$ cat config.mk
export PLATFORM = sky130hd
export DESIGN_NAME = blnk_dim_ctrl
export DESIGN_NICKNAME = d
export VERILOG_FILES = /design/src/rtl/blnk_dim_pkg.sv /design/src/rtl/blnk_pwm_gate.sv /design/src/rtl/blnk_digit_gate.sv /design/src/rtl/blnk_dim_ctrl.sv
export SDC_FILE = /design/constraint.sdc
export NUM_CORES = 1
export LEC_CHECK = 0
export ABC_AREA = 1
export CAP_MARGIN = 30
export CORE_AREA = 5 5 49 46
export CTS_CLUSTER_DIAMETER = 30
export DETAILED_ROUTE_END_ITERATION = 12
export DIE_AREA = 0 0 54 51
export PLACE_DENSITY = 0.89
export SKIP_CTS_REPAIR_TIMING = 1
export SYNTH_ARGS = -nofsm -noshare
export SYNTH_HDL_FRONTEND = slang
export SYNTH_HIERARCHICAL = 1
export SYNTH_SLANG_ARGS = --single-unit
$ cat constraint.sdc
create_clock -name clk -period 7.4 [get_ports clk]
set_input_delay 1.11 -clock clk [delete_from_list [all_inputs] [get_ports clk]]
set_output_delay 1.11 -clock clk [all_outputs]
set_load 0.1 [all_outputs]
$ cat src/rtl/blnk_dim_pkg.sv
package blnk_dim_pkg;

  localparam int unsigned CODE_W = 3;

  // Duty level in percent for each brightness code (0 = brightest).
  function automatic int unsigned duty_pct(input logic [CODE_W-1:0] code);
    case (code)
      3'd0:    return 100;
      3'd1:    return 60;
      3'd2:    return 40;
      3'd3:    return 27;
      3'd4:    return 17;
      3'd5:    return 10;
      3'd6:    return 7;
      default: return 3;
    endcase
  endfunction

  // Number of lit steps out of 'steps', rounded to nearest, never zero.
  function automatic int unsigned duty_steps(input logic [CODE_W-1:0] code,
                                             input int unsigned steps);
    int unsigned n;
    n = (duty_pct(code) * steps + 50) / 100;
    if (n == 0) n = 1;
    return n;
  endfunction

endpackage

$ cat src/rtl/blnk_pwm_gate.sv
module blnk_pwm_gate
  import blnk_dim_pkg::*;
#(
  parameter int unsigned PWM_BITS = 5
) (
  input  logic [PWM_BITS-1:0] frame_cnt,
  input  logic [CODE_W-1:0]   bright,
  input  logic                ext_off,
  output logic                pwm_on
);
  localparam int unsigned STEPS = 1 << PWM_BITS;
  localparam int unsigned TW    = PWM_BITS + 1;

  logic [TW-1:0] thresh;
  logic          in_window;

  always_comb begin
    thresh    = TW'(duty_steps(bright, STEPS));
    in_window = ({1'b0, frame_cnt} < thresh);
    // Internal dimming exists only while the extended layer is active.
    pwm_on    = ext_off | in_window;
  end
endmodule

$ cat src/rtl/blnk_digit_gate.sv
module blnk_digit_gate (
  input  logic ext_blank_n,
  input  logic master_blank,
  input  logic hold_on,
  input  logic ext_off,
  output logic lit
);
  logic any_blank;

  always_comb begin
    any_blank = ~ext_blank_n | master_blank;
    if (ext_off) lit = ext_blank_n;
    else         lit = hold_on | ~any_blank;
  end
endmodule

$ cat src/rtl/blnk_dim_ctrl.sv
module blnk_dim_ctrl
  import blnk_dim_pkg::*;
#(
  parameter int unsigned NUM_DIGITS = 4,
  parameter int unsigned PWM_BITS   = 5
) (
  input  logic                  clk,
  input  logic                  rst_n,
  input  logic                  slot_tick,
  input  logic [PWM_BITS-1:0]   frame_cnt,
  input  logic                  ext_blank_n,
  input  logic                  ctl_master_blank,
  input  logic                  ctl_ext_off,
  input  logic [CODE_W-1:0]     ctl_bright,
  input  logic [NUM_DIGITS-1:0] attr_hold_on,
  output logic [NUM_DIGITS-1:0] digit_en
);
  logic                  pwm_on;
  logic [NUM_DIGITS-1:0] lit;
  logic [NUM_DIGITS-1:0] en_next;

  blnk_pwm_gate #(.PWM_BITS(PWM_BITS)) pwm_i (
    .frame_cnt (frame_cnt),
    .bright    (ctl_bright),
    .ext_off   (ctl_ext_off),
    .pwm_on    (pwm_on)
  );

  for (genvar g = 0; g < NUM_DIGITS; g++) begin : g_digit
    blnk_digit_gate gate_i (
      .ext_blank_n  (ext_blank_n),
      .master_blank (ctl_master_blank),
      .hold_on      (attr_hold_on[g]),
      .ext_off      (ctl_ext_off),
      .lit          (lit[g])
    );
    assign en_next[g] = pwm_on & lit[g];
  end

  always_ff @(posedge clk) begin
    if (!rst_n)         digit_en <= '0;
    else if (slot_tick) digit_en <= en_next;
  end
endmodule

==> results.sh <==
export IMPL_cp_arrival_ns=4.35
export IMPL_root_buffer="clkbuf_4"
export IMPL_p_leak_nw=0.533
export IMPL_setup_viol=0
export IMPL_cts_sinks=4
export IMPL_finalClockSkew_ns=0
export IMPL_wl_per_cell_um=11.3
export IMPL_antenna_left=0
export IMPL_die_area_um2=2750
export IMPL_clk_pin_slew_ns=0.04
export IMPL_netlist_instances=135
export IMPL_fp_dieW_um=54
export IMPL_end_kind="flop"
export IMPL_grt_pass1_wl_um=3590
export IMPL_cp_max_fo=8
export IMPL_mostFrequentLayoutCell="nand2_1"
export IMPL_drv_cap=0
export IMPL_post_route_util=0.622
export IMPL_finalSetupTns_ns=0
export IMPL_antenna_found_initial=0
export IMPL_hold_path_class="flop to flop"
export IMPL_fill_cells=160
export IMPL_worst_pin_slew_ns=1.00
export IMPL_viasPerCell=5.05
export IMPL_htreeDepth=1
export IMPL_grt_max_degree=10
export IMPL_syn_to_final_growth_pct=30.2
export IMPL_synth_seq_cells=4
export IMPL_largest_reg_flops=4
export IMPL_drv_slew=0
export IMPL_seq_area_frac_synth=0.101
export IMPL_drtIter0Drc=19
export IMPL_top_regs="digit_en (4)"
export IMPL_p_per_area_nw_per_um2=124
export IMPL_critPathRequiredTime_ns=7.53
export IMPL_track_usage=0.173
export IMPL_p_int_w=0.0000700
export IMPL_start_kind="input port"
export IMPL_layout_cells_non_filler=181
export IMPL_grt_pass1_vias=910
export IMPL_mostFrequentLayoutCells="nand2_1, clkdlybuf4s50_1, inv_1"
export IMPL_coreArea_um2=1660
export IMPL_slew_limit_headroom=0.328
export IMPL_ios=22
export IMPL_initial_core_util=0.477
export IMPL_fin_crit_sh=0.570
export IMPL_dp_final_hpwl_um=1690
export IMPL_fin_crit_ns=4.22
export IMPL_drc=0
export IMPL_first_pass_iters=5
export IMPL_r2r_slack_ns=6.78
export IMPL_top_register="digit_en"
export IMPL_synth_cell_type_count=27
export IMPL_finalWeightedCongestion=0.836
export IMPL_finalHoldViolCount=0
export IMPL_pwr_share_comb=0.590
export IMPL_clk_latency_ns=0.24
export IMPL_syn_area_um2=795
export IMPL_drive_gt1_frac=0.159
export IMPL_switching_share=0.456
export IMPL_yosysWarningCount=6
export IMPL_port_buffers=21
export IMPL_rsz0062_at_grt="no"
export IMPL_num_rows=14
export IMPL_cts_tree="built"
export IMPL_layout_setup_ws_ns=3.18
export IMPL_clockBufferDepth=2
export IMPL_status="complete, no violations"
export IMPL_numCtsBuffers=3
export IMPL_syn_nets=160
export IMPL_grt_ovfl_total=0
export IMPL_n_antenna_cell=0
export IMPL_power_switching_w=0.0000587
export IMPL_fmax_mhz=237
export IMPL_power_frac_seq=0.187
export IMPL_dp_cells=178
export IMPL_die_y_um=51
export IMPL_drt_wl_total_um=2050
export IMPL_nets=184
export IMPL_worstSetupPathType="input port to flop"
export IMPL_avgSynthCellArea_um2=5.89
export IMPL_p_clk_frac=0.223
export IMPL_dpl_worst_slack_ns=2.95
export IMPL_vias=914
export IMPL_vdd_drop_max_uv=75.1
==> cells in the mapped netlist <==
master | n | area [um^2]
o2111ai_1 | 1 | 8.76
inv_1 | 15 | 56.3
nor2_2 | 1 | 6.26
dfxtp_1 | 4 | 80.1
nand2_4 | 2 | 22.5
o21ai_2 | 1 | 8.76
nand3_1 | 11 | 55.1
nand2_1 | 51 | 191
nand3_2 | 1 | 10.0
xnor2_1 | 1 | 8.76
nand2_2 | 5 | 31.3
o21ai_0 | 3 | 15.0
nand4_1 | 2 | 12.5
nand3b_1 | 1 | 7.51
inv_2 | 4 | 15.0
inv_4 | 1 | 6.26
ha_1 | 7 | 87.6
nand3_4 | 1 | 17.5
buf_6 | 2 | 22.5
inv_6 | 1 | 8.76
clkinv_1 | 1 | 3.75
clkinv_2 | 1 | 5.00
nor2_4 | 2 | 22.5
a21oi_1 | 8 | 40.0
nor2_1 | 6 | 22.5
o211ai_2 | 1 | 12.5
o21ai_4 | 1 | 16.3
==> worst paths after layout <==
path	start	to	depth (start not counted)
worst max-delay path	ctl_bright[1]	digit_en[2]	23
worst min-delay path	digit_en[2]	digit_en[2]	2
worst max register to register	digit_en[3]	digit_en[3]	2
worst min register to register	digit_en[2]	digit_en[2]	2
==> stage by stage <==
stage	hold WS (ns)	power [W]	instance area, um^2
floorplan	0.904	0.0000787	795
global placement	0.452	0.0000959	1010
detailed placement	0.460	0.0000994	1010
CTS	0.464	0.000128	1030
global route	0.496	0.000140	1030
finish	0.463	0.000129	1030
==> worst max-delay path, stage by stage <==
cell and delay [ns]:
clkdlybuf4s50_1 0.84, nand2_1 0.20, a21oi_1 0.19, ha_1 0.27
inv_1 0.12, nand3_1 0.09, nand2_1 0.13, o21ai_2 0.08
nand3_2 0.11, nand2_1 0.09, ha_1 0.18, nor2_1 0.10
nand3_1 0.09, nand3b_1 0.09, nand3_1 0.08, nand2_1 0.07
nand2_1 0.05, nand2_1 0.06, nand2_1 0.05, nand2_1 0.06
nand2_1 0.10, nand3_1 0.12, a21oi_1 0.06
==> layout make-up <==
class | count | area (um^2) | area share
Multi-Input combinational cell | 106 | 597 | 0.577
Timing Repair Buffer | 21 | 210 | 0.203
Inverter | 23 | 95.1 | 0.0919
Sequential cell | 4 | 80.1 | 0.0774
Tap cell | 24 | 30.0 | 0.0290
Clock buffer | 3 | 22.5 | 0.0218
==> power groups by stage <==
| stage | Sequential (W) | Clock (W) | Combinational [W] |
|---|---|---|---|
| after floorplan | 0.0000348 | 0 | 0.0000439 |
| after global placement | 0.0000241 | 0 | 0.0000718 |
| after detailed placement | 0.0000242 | 0 | 0.0000752 |
| after CTS | 0.0000240 | 0.0000289 | 0.0000756 |
| after global routing | 0.0000241 | 0.0000323 | 0.0000841 |
| final | 0.0000240 | 0.0000288 | 0.0000759 |
==> metal layers <==
metal / vias to the layer above / global-route usage / routed length, um
li1: 472 / - / -
met1: 409 / 0.192 / 862
met2: 31 / 0.310 / 1050
met3: 2 / 0.0581 / 125
met4: 0 / 0.0415 / 10
met5: - / 0 / 0
==> logic make-up after synthesis <==
kind of cell | after synthesis | synth area share
AND/OR/NAND/NOR | 83 | 0.502
buffers and inverters | 25 | 0.148
AO/OA/AOI/OAI | 15 | 0.128
adder cells (fa/ha/maj) | 7 | 0.110
flip-flops | 4 | 0.101
XOR/XNOR | 1 | 0.0110
(Power assumes the default switching activity.)
